**config.mk**
```make
export PLATFORM = sky130hd
export DESIGN_NAME = ps2_kbd_rx
export DESIGN_NICKNAME = d
export VERILOG_FILES = /design/src/rtl/ps2rx_pkg.sv /design/src/rtl/ps2rx_line_filter.sv /design/src/rtl/ps2rx_framer.sv /design/src/rtl/ps2rx_ring.sv /design/src/rtl/ps2_kbd_rx.sv
export SDC_FILE = /design/constraint.sdc
export NUM_CORES = 1
export LEC_CHECK = 0
export BUFFER_PORTS_ARGS = -buffer_cell sky130_fd_sc_hd__buf_2
export CORE_AREA = 3 3 146 219
export CTS_BUF_LIST = sky130_fd_sc_hd__clkbuf_2
export CTS_CLUSTER_DIAMETER = 50
export DETAILED_ROUTE_END_ITERATION = 8
export DIE_AREA = 0 0 149 222
export PLACE_DENSITY = 0.66
export SETUP_SLACK_MARGIN = 0.5
export SYNTH_ARGS = -nofsm -noshare
export SYNTH_HDL_FRONTEND = slang
export SYNTH_HIERARCHICAL = 1
export SYNTH_SLANG_ARGS = --single-unit
```
**constraint.sdc**
```tcl
create_clock -name clk -period 2.8 [get_ports clk]
set_input_delay 0.84 -clock clk [delete_from_list [all_inputs] [get_ports clk]]
set_output_delay 0.84 -clock clk [all_outputs]
set_load 0.01 [all_outputs]
```
**src/rtl/ps2rx_pkg.sv**
```systemverilog
package ps2rx_pkg;
  localparam int FRAME_BITS = 11;
  localparam int DATA_BITS  = 8;
  localparam int FIRST_DATA = 1;
  localparam int LAST_DATA  = FIRST_DATA + DATA_BITS - 1;
  typedef logic [DATA_BITS-1:0] scan_byte_t;
  typedef enum logic [0:0] {LINE_CLK = 1'b0, LINE_DAT = 1'b1} line_sel_e;
endpackage

```
**src/rtl/ps2rx_line_filter.sv**
```systemverilog
module ps2rx_line_filter #(
  parameter int SYNC_STAGES = 2,
  parameter int FILT_LEN    = 4
) (
  input  logic clk,
  input  logic rst_n,
  input  logic raw_i,
  output logic level_o,
  output logic fall_o,
  output logic rise_o
);
  localparam int CW = $clog2(FILT_LEN + 1);

  logic [SYNC_STAGES-1:0] sync_q;
  logic                   sync_bit;
  logic [CW-1:0]          stable_cnt;
  logic                   level_q;
  logic                   prev_q;

  assign sync_bit = sync_q[SYNC_STAGES-1];

  always_ff @(posedge clk) begin
    if (!rst_n) sync_q <= '1;
    else        sync_q <= {sync_q[SYNC_STAGES-2:0], raw_i};
  end

  always_ff @(posedge clk) begin
    if (!rst_n) begin
      level_q    <= 1'b1;
      stable_cnt <= '0;
    end else if (sync_bit == level_q) begin
      stable_cnt <= '0;
    end else if (stable_cnt == CW'(FILT_LEN - 1)) begin
      level_q    <= sync_bit;
      stable_cnt <= '0;
    end else begin
      stable_cnt <= stable_cnt + 1'b1;
    end
  end

  always_ff @(posedge clk) begin
    if (!rst_n) prev_q <= 1'b1;
    else        prev_q <= level_q;
  end

  assign level_o = level_q;
  assign fall_o  = prev_q & ~level_q;
  assign rise_o  = ~prev_q & level_q;

  AST_FILT_HELD: assert property (@(posedge clk) disable iff (!rst_n)
    !$stable(level_q) |-> ($past(sync_bit) == level_q));
endmodule

```
**src/rtl/ps2rx_framer.sv**
```systemverilog
module ps2rx_framer
  import ps2rx_pkg::*;
#(
  parameter int TIMEOUT_CYC = 200000
) (
  input  logic       clk,
  input  logic       rst_n,
  input  logic       clk_fall,
  input  logic       clk_rise,
  input  logic       dat_lvl,
  output logic       push_o,
  output scan_byte_t push_data_o,
  output logic       frame_drop_o
);
  localparam int BCW = $clog2(FRAME_BITS + 1);
  localparam int TCW = $clog2(TIMEOUT_CYC + 1);

  logic [BCW-1:0] bit_cnt;
  scan_byte_t     shreg;
  logic [TCW-1:0] tmr;
  logic           active;
  logic           complete;
  logic           expired;
  logic           in_data;
  logic           drop_q;

  assign active   = (bit_cnt != '0);
  assign complete = clk_rise && (bit_cnt == BCW'(FRAME_BITS));
  assign expired  = active && !complete && (tmr == TCW'(TIMEOUT_CYC - 1));
  assign in_data  = (bit_cnt >= BCW'(FIRST_DATA)) && (bit_cnt <= BCW'(LAST_DATA));

  always_ff @(posedge clk) begin
    if (!rst_n) begin
      bit_cnt <= '0;
      shreg   <= '0;
    end else if (complete || expired) begin
      bit_cnt <= '0;
    end else if (clk_fall && bit_cnt < BCW'(FRAME_BITS)) begin
      bit_cnt <= bit_cnt + 1'b1;
      if (in_data) shreg <= {dat_lvl, shreg[DATA_BITS-1:1]};
    end
  end

  always_ff @(posedge clk) begin
    if (!rst_n)                     tmr <= '0;
    else if (complete || expired)   tmr <= '0;
    else if (active)                tmr <= tmr + 1'b1;
    else                            tmr <= '0;
  end

  always_ff @(posedge clk) begin
    if (!rst_n) drop_q <= 1'b0;
    else        drop_q <= expired;
  end

  assign push_o       = complete;
  assign push_data_o  = shreg;
  assign frame_drop_o = drop_q;

  AST_BITCNT_RANGE: assert property (@(posedge clk) disable iff (!rst_n)
    bit_cnt <= BCW'(FRAME_BITS));
  AST_DROP_PULSE: assert property (@(posedge clk) disable iff (!rst_n)
    drop_q |=> !drop_q);
  AST_TIMER_IDLE: assert property (@(posedge clk) disable iff (!rst_n)
    (!active && !clk_fall) |=> (tmr == '0));
endmodule

```
**src/rtl/ps2rx_ring.sv**
```systemverilog
module ps2rx_ring
  import ps2rx_pkg::*;
#(
  parameter int DEPTH = 32
) (
  input  logic       clk,
  input  logic       rst_n,
  input  logic       push_i,
  input  scan_byte_t push_data_i,
  output logic       out_valid,
  input  logic       out_ready,
  output scan_byte_t out_data,
  output logic       overflow
);
  localparam int AW = $clog2(DEPTH);

  scan_byte_t   mem [DEPTH];
  logic [AW:0]  head;
  logic [AW:0]  tail;
  logic         empty;
  logic         full;
  logic         pop;
  logic         ovf_q;

  assign empty = (head == tail);
  assign full  = (head[AW] != tail[AW]) && (head[AW-1:0] == tail[AW-1:0]);
  assign pop   = out_ready && !empty;

  always_ff @(posedge clk) begin
    if (push_i && !full) mem[head[AW-1:0]] <= push_data_i;
  end

  always_ff @(posedge clk) begin
    if (!rst_n) begin
      head  <= '0;
      tail  <= '0;
      ovf_q <= 1'b0;
    end else begin
      if (push_i && !full) head <= head + 1'b1;
      if (push_i && full)  ovf_q <= 1'b1;
      if (pop)             tail <= tail + 1'b1;
    end
  end

  assign out_valid = !empty;
  assign out_data  = mem[tail[AW-1:0]];
  assign overflow  = ovf_q;

  AST_OVF_STICKY: assert property (@(posedge clk) disable iff (!rst_n)
    ovf_q |=> ovf_q);
  AST_FULL_PUSH: assert property (@(posedge clk) disable iff (!rst_n)
    (push_i && full && !pop) |=> full);
  AST_HOLD_HEAD: assert property (@(posedge clk) disable iff (!rst_n)
    (out_valid && !out_ready) |=> (out_valid && $stable(out_data)));
endmodule

```
**src/rtl/ps2_kbd_rx.sv**
```systemverilog
module ps2_kbd_rx
  import ps2rx_pkg::*;
#(
  parameter int SYNC_STAGES = 2,
  parameter int FILT_LEN    = 4,
  parameter int TIMEOUT_CYC = 200000,
  parameter int DEPTH       = 32
) (
  input  logic       clk,
  input  logic       rst_n,
  input  logic       kbd_clk_i,
  input  logic       kbd_dat_i,
  output logic       out_valid,
  input  logic       out_ready,
  output logic [7:0] out_data,
  output logic       overflow,
  output logic       frame_drop
);
  localparam int NLINES = 2;

  logic [NLINES-1:0] raw;
  logic [NLINES-1:0] lvl;
  logic [NLINES-1:0] fall;
  logic [NLINES-1:0] rise;
  logic              push;
  scan_byte_t        push_data;

  assign raw[LINE_CLK] = kbd_clk_i;
  assign raw[LINE_DAT] = kbd_dat_i;

  for (genvar g = 0; g < NLINES; g++) begin : g_line
    ps2rx_line_filter #(
      .SYNC_STAGES(SYNC_STAGES),
      .FILT_LEN   (FILT_LEN)
    ) i_filt (
      .clk    (clk),
      .rst_n  (rst_n),
      .raw_i  (raw[g]),
      .level_o(lvl[g]),
      .fall_o (fall[g]),
      .rise_o (rise[g])
    );
  end

  ps2rx_framer #(
    .TIMEOUT_CYC(TIMEOUT_CYC)
  ) i_framer (
    .clk         (clk),
    .rst_n       (rst_n),
    .clk_fall    (fall[LINE_CLK]),
    .clk_rise    (rise[LINE_CLK]),
    .dat_lvl     (lvl[LINE_DAT]),
    .push_o      (push),
    .push_data_o (push_data),
    .frame_drop_o(frame_drop)
  );

  ps2rx_ring #(
    .DEPTH(DEPTH)
  ) i_ring (
    .clk        (clk),
    .rst_n      (rst_n),
    .push_i     (push),
    .push_data_i(push_data),
    .out_valid  (out_valid),
    .out_ready  (out_ready),
    .out_data   (out_data),
    .overflow   (overflow)
  );

  logic unused_dat_edges;
  assign unused_dat_edges = fall[LINE_DAT] ^ rise[LINE_DAT];

  AST_RESET_QUIET: assert property (@(posedge clk)
    !rst_n |=> (!out_valid && !overflow && !frame_drop));
endmodule

```
==> summary.md, run 1 <==
| Metric | Value |
|---|---|
| Max Clk Rate | about 250 MHz |
| Seq pwr share | 63.1% |
| DIE WIDTH | 149 um |
| Mapped cell area | 0.0126 mm2 |
| Mapped Nets | 707 |
| Net Switching | 1.74 mW |
| Hold Crit Class | in -> reg |
| Clock Power Share | a little over a third |
| Final HPWL DP | 17300 um |
| Clock transition at path regs | 100 ps |
| First DRT Iteration DRCs | 520 |
| Tmin final | 3920 ps |
| Final Util | around 48% |
| CP startpoint kind | register |
| PwrDens | ~550 mW/mm2 |
| Final instance area | 0.0146 mm2 |
| Share of power burned in combinational logic | 0.3% |
| Fin crit share | 140% |
| Vias | ~6.7k |
| Chip Height | approximately 220 um |
| Gpl congestion | 0.792 |
| Detail Route Antenna Nets | 0 |
| Final Skew | 96.1 ps |
| Clock buffer depth | 3 |
| Layout cells sized above 1 | 38.2% |
| Die area | 0.0331 mm2 |
| CTS tree | done |
| Final worst slack | -1120 ps |
| CP required | 1960 ps |
| Starting Density | 41.7% |
| Grt peak-use layer | met2 |
| Final Max Tran Viols | 0 |
| Worst-margin pin slew | approximately 1200 ps |
| I/O Pins | 16 |
| CP max FO | 8 |
| Finish-stage setup viols | 8 |
| M1 GR Usage | 19.5% |
| Arr. time, crit path | 3080 ps |
| Worst VDD drop | 0.224 mV |
| Clk_lat worst skew | 930 ps |
| GRT Overall Usage | between 15 and 20% |
| Commonest non-fill, non-tap cell in the layout | edfxtp_1 |
| Yosys warns | 6 |
| Root buffer cell | clkbuf_2 |
| Dpl cell area | ~0.014 mm2 |
| Htree depth | 3 |
| Drt wl/cell | between 20 and 25 um |
| Total core area | roughly 0.03 mm2 |
| Leak Pwr | 4.44 nW |
| Number of remaining DRC errors | 0 |
| Failing checks | setup timing |
| Switching Fraction | a little over a fifth |
| Row Count | 78 |
| Synthesized instance count | 688 |
| GR Layer Usage met3 | 3.72% |
| Final hold vios | 0 |
| Worst setup EP type | output pin |
| TritonCTS Sinks | 318 |
| Unrepaired setup endpoints after global routing | yes |
| Layout Nets | 839 |
| Pre-antenna DRT Iters | 5 |
| M2 GR Usage | between 20 and 30% |
| Initial antenna violation count | 1 |
| Max Cap Violations | 0 |
| Synthesized area per cell | 18.4 um2 |
| Layout area overhead | 15.6% |
| Routed vias/inst | about 5.3 |
| Largest net degree at the start of global routing | 34 |
| Int Pwr | just over 6 mW |
| Vias in the first global route | 7276 |
| DRT Wirelength | approximately 26000 um |
| Worst setup path class | reg -> out |
| Total CTS buffers | 74 |
| Status | finished, violations left |
| First-pass GRT wire length | roughly 41000 um |
| Grt ovf | 0 |
| Max-slew headroom | around 17% |
| Commonest non-fill, non-tap cells in the layout | edfxtp_1, clkbuf_2, mux4_2 |
| Port Buffer Count | 15 |
-- layout make-up --
| cell class | instances | area (um2) |
|---|---|---|
| Fill cell | 2552 | 15700 |
| Tap cell | 400 | 500 |
| Timing Repair Buffer | 84 | 779 |
| Inverter | 10 | 37.5 |
| Sequential cell | 318 | 8960 |
| Antenna cell | 1 | 2.50 |
| Clock inverter | 21 | 146 |
| Multi-Input combinational cell | 332 | 3640 |
| Clock buffer | 105 | 526 |
-- per-stage QoR --
step | std cells | TNS [ps] | setup WS, ps | hold WS, ps | power [mW]
after floorplan | 688 | 0 | 111 | 386 | 5.15
after global placement | 1133 | -1500 | -215 | 394 | 5.16
after detailed placement | 1133 | -1630 | -225 | 397 | 5.16
after CTS | 1268 | -9770 | -1240 | 83.8 | 8.06
after global routing | 1271 | -9780 | -1230 | 123 | 8.31
final | 1271 | -8770 | -1120 | 187 | 7.96
-- worst max-delay path, stage by stage, from the launching register on --
cell and delay [ps]:
dfxtp_4 430, buf_12 150, buf_12 140, mux4_2 530, mux4_2 530, mux2_4 290
buf_6 120
-- per-layer routing --
| metal | vias up | share of wire, % |
|---|---|---|
| met1 | 3485 | 38 |
| li1 | 3035 | - |
| met2 | 196 | 55 |
| met4 | 0 | 1.9 |
| met3 | 33 | 4.9 |
| met5 | - | 0 |
-- worst paths after layout --
path,startpoint,end,depth (start not counted),slack (ps)
min,kbd_dat_i,g_line[1].i_filt/sync_q[0],2,190
max,register,out_data[1],6,-1120
max reg2reg,i_framer/bit_cnt[0],i_ring/mem[17][2],6,660
min reg2reg,g_line[0].i_filt/sync_q[0],g_line[0].i_filt/sync_q[1],1,400
-- state kept, by name, summed over array words and instances, names as in the netlist, named ones only --
register                  count
i_framer/bit_cnt              4
i_framer/push_data_o          8
g_line.i_filt/level_o         2
i_ring/mem                  256
g_line.i_filt/stable_cnt      6
i_framer/tmr                 18
g_line.i_filt/prev_q          1
i_ring/head                   6
i_ring/overflow               1
i_framer/frame_drop_o         1
g_line.i_filt/sync_q          4
i_ring/tail                   6
-- what timing repair did --
item,4_1_cts,5_1_grt
setup buffers,9,2
gates resized for setup,41,6
setup endpoints to repair,35,168
hold buffers,0,0
endpoints found under the hold margin,0,0
pin swaps,4,3
-- power groups by stage --
stage,registers [mW],logic (mW),clock network (mW)
finish,5.02,0.0226,2.91
global route,5.02,0.0252,3.26
CTS,5.02,0.0230,3.02
detailed placement,5.14,0.0229,0
global placement,5.14,0.0213,0
floorplan,5.14,0.0133,0
(Power assumes the default switching activity.)
==> run 2, diff against run 1 <==
CORE_AREA = 3 3 145 217   (was 3 3 146 219)
DIE_AREA = 0 0 148 220   (was 0 0 149 222)
PLACE_DENSITY = 0.65   (was 0.66)
SYNTH_HIERARCHICAL = not set   (was 1)
==> run 2 against run 1 <==
The run still ends with setup timing left. Clock skew shrank 16 ps. Non-clock buffer count shrank 8. Flip-flop and latch count did not move. Worst setup slack improved by 510 ps. Register-to-register slack got worse by 40 ps. Power rose by 0.76%. Sequential share of layout area down 0.39 points. Critical path depth grew 1. First-iteration DRC count shrank 38%. Global-route usage grew 0.22 points. Utilization increased by 1.2 points. Final area grew 0.53%. Critical path type unchanged. Critical endpoint is now out_data[4].
==> summary.md, run 2 <==
| Metric | Value |
|---|---|
| Largest net degree at the start of global routing | 35 |
| Final Max Tran Viols | 0 |
| Mapped Nets | 733 |
| Layout Nets | approximately 860 |
| Dpl cell area | 0.0133 mm2 |
| Number of fillers in the final layout | 2531 |
| Top_reg_cell synth | edfxtp_1 |
| Number of remaining DRC errors | 0 |
| Initial antenna violation count | 1 |
| PwrDens | 546 mW/mm2 |
| I/O Pins | 16 |
| Max reg flops | roughly 260 |
| Die area | 0.0326 mm2 |
| Port Buffer Count | 15 |
| Top cell type's share of synthesized area | 62.1% |
| Clk_lat worst skew | around 840 ps |
| Vias | ~6.8k |
| Grt ovf | 0 |
| Count leader, synth | edfxtp_1 |
| Tmin final | about 3400 ps |
| CP required | 1960 ps |
| Htree depth | 3 |
| Total core area | 0.0297 mm2 |
| Worst-margin pin slew | 678 ps |
| TritonCTS Sinks | 318 |
| Mapped cell area | 0.0124 mm2 |
| CTS tree | done |
| Commonest non-fill, non-tap cells in the layout | edfxtp_1, clkbuf_2, mux4_2 |
| Layout cells sized above 1 | 38.2% |
| Total CTS buffers | 72 |
| Net Switching | 1.72 mW |
| Failing checks | setup timing |
| Int Pwr | between 6 and 7 mW |
| Post-synth EDFFs | 256 |
| Status | finished, violations left |
| Post-synth top area cell | edfxtp_1 |
| Commonest non-fill, non-tap cell in the layout | edfxtp_1 |
| Worst setup path class | reg -> out |
| Unrepaired setup endpoints after global routing | yes |
| Leak Pwr | 4.41 nW |
| Chip Height | 220 um |
| Final hold vios | 0 |
| Drt wl/cell | 20.5 um |
| Switching Fraction | 21.5% |
| Register area | approximately 0.0090 mm2 |
| Synthesized area per cell | about 17 um2 |
| DRT Wirelength | 26400 um |
| Main area contributors after synthesis | edfxtp_1, mux4_2, dfxtp_1 |
| Max Clk Rate | 293 MHz |
| DIE WIDTH | 148 um |
| Arr. time, crit path | 2570 ps |
| Clock buffer depth | 3 |
| Detail Route Antenna Nets | 0 |
| Hold_buf cts | 0 |
| Synth unique cells | 48 |
| Clock transition at path regs | 90 ps |
| Commonest cells in the netlist | edfxtp_1, nor2_1, mux4_2 |
| Vias in the first global route | 7205 |
| Gpl congestion | roughly 0.78 |
| Final Skew | 80.6 ps |
| Yosys warns | 0 |
| Hold Crit Class | in -> reg |
| CP startpoint kind | register |
| Row Count | 77 |
| First DRT Iteration DRCs | 321 |
| #FFs+latches synth | roughly 320 |
| Root buffer cell | clkbuf_2 |
| Max Cap Violations | 0 |
| Starting Density | between 40% and 50% |
| Layout area overhead | 18.6% |
| Seq pwr share | 62.7% |
| Place WS | 172 ps |
| Clock Power Share | between 30 and 40% |
| First-pass GRT wire length | slightly above 40000 um |
| Setup TNS | -4880 ps |
| Multi-input logic area | roughly 0.0037 mm2 |
| Final HPWL DP | between 15000 and 20000 um |
| Post-synthesis async set-or-reset flop share | 0% |
| Final instance area | roughly 0.015 mm2 |
| GRT Overall Usage | 16.7% |
| Sequential area share after synthesis | 72.1% |
| Pre-antenna DRT Iters | 4 |
| Max-slew headroom | 54.8% |
| Routed vias/inst | approximately 5.3 |
| CP max FO | 7 |
| Power Total | 8.02 mW |
| Worst VDD drop | 0.300 mV |
| Fin crit share | 122% |
| Synthesized instance count | 714 |
| Share of power burned in combinational logic | less than 1% |
| Worst setup EP type | output pin |
| Finish-stage setup viols | 9 |
| Final worst slack | -613 ps |
run 2: path summary, 6_finish.rpt:
| check | slack (ps) | cells past startpoint | from | endpoint |
|---|---|---|---|---|
| setup reg to reg | 620 | 5 | i_framer.bit_cnt[0] | i_ring.mem[19][1] |
| hold / removal | 220 | 2 | kbd_dat_i | g_line[1].i_filt.sync_q[0] |
| setup / recovery | -610 | 7 | register | out_data[4] |
| hold reg to reg | 400 | 1 | g_line[1].i_filt.sync_q[0] | g_line[1].i_filt.sync_q[1] |
run 2: critical path, stage by stage (launching register included):
cell	delay, ps
dfxtp_4	400
buf_12	150
buf_12	150
mux4_2	510
o22ai_2	200
buf_6	140
nor4_4	40
buf_2	140
run 2: power by group through the flow:
stage | logic [mW] | registers (mW) | clock network [mW]
4_1_cts | 0.0211 | 5.03 | 3.09
3_5_place_dp | 0.0211 | 5.14 | 0
6_report | 0.0208 | 5.02 | 2.97
5_1_grt | 0.0234 | 5.03 | 3.32
3_3_place_gp | 0.0208 | 5.14 | 0
2_1_floorplan | 0.0128 | 5.14 | 0
run 2: kinds of logic after synthesis:
group                      count (synthesis)  synth area share [%]
AOI/OAI and AO/OA                         56                  3.40
xor gates and xnor gates                  29                  2.11
adders and majority gates                 14                  1.42
buffers and inverters                     44                  1.56
DFF                                      318                  72.1
muxes                                     76                  12.6
and+or+nand+nor                          177                  6.75
run 2: layer usage:
metal	global-route usage [%]	wire, um
met5	0	0
met4	7.64	777
met3	3.76	1240
met2	30.3	14300
met1	18.7	10000
run 2: timing repair:
action,4_1_cts,5_1_grt
setup endpoints to repair,183,196
gates resized for setup,70,47
cloned,3,0
setup buffers,13,1
pin swaps,7,8
run 2: metrics by stage:
stage,hold slack [ps],util (%),std cells
global placement,394,44.7,1142
global route,110,49.5,1285
CTS,108,48.6,1283
finish,216,49.5,1285
floorplan,386,-,714
detailed placement,394,44.7,1142
run 2: final cells by class:
type / count / share of cell area, %
diodes: 1 / 0.0171
clock buffers: 103 / 3.51
clock inverters: 22 / 1.14
inverters: 18 / 0.460
multi-input cells: 352 / 25.2
flip-flops and latches: 318 / 61.0
well taps: 395 / 3.37
repair buffers: 76 / 5.25
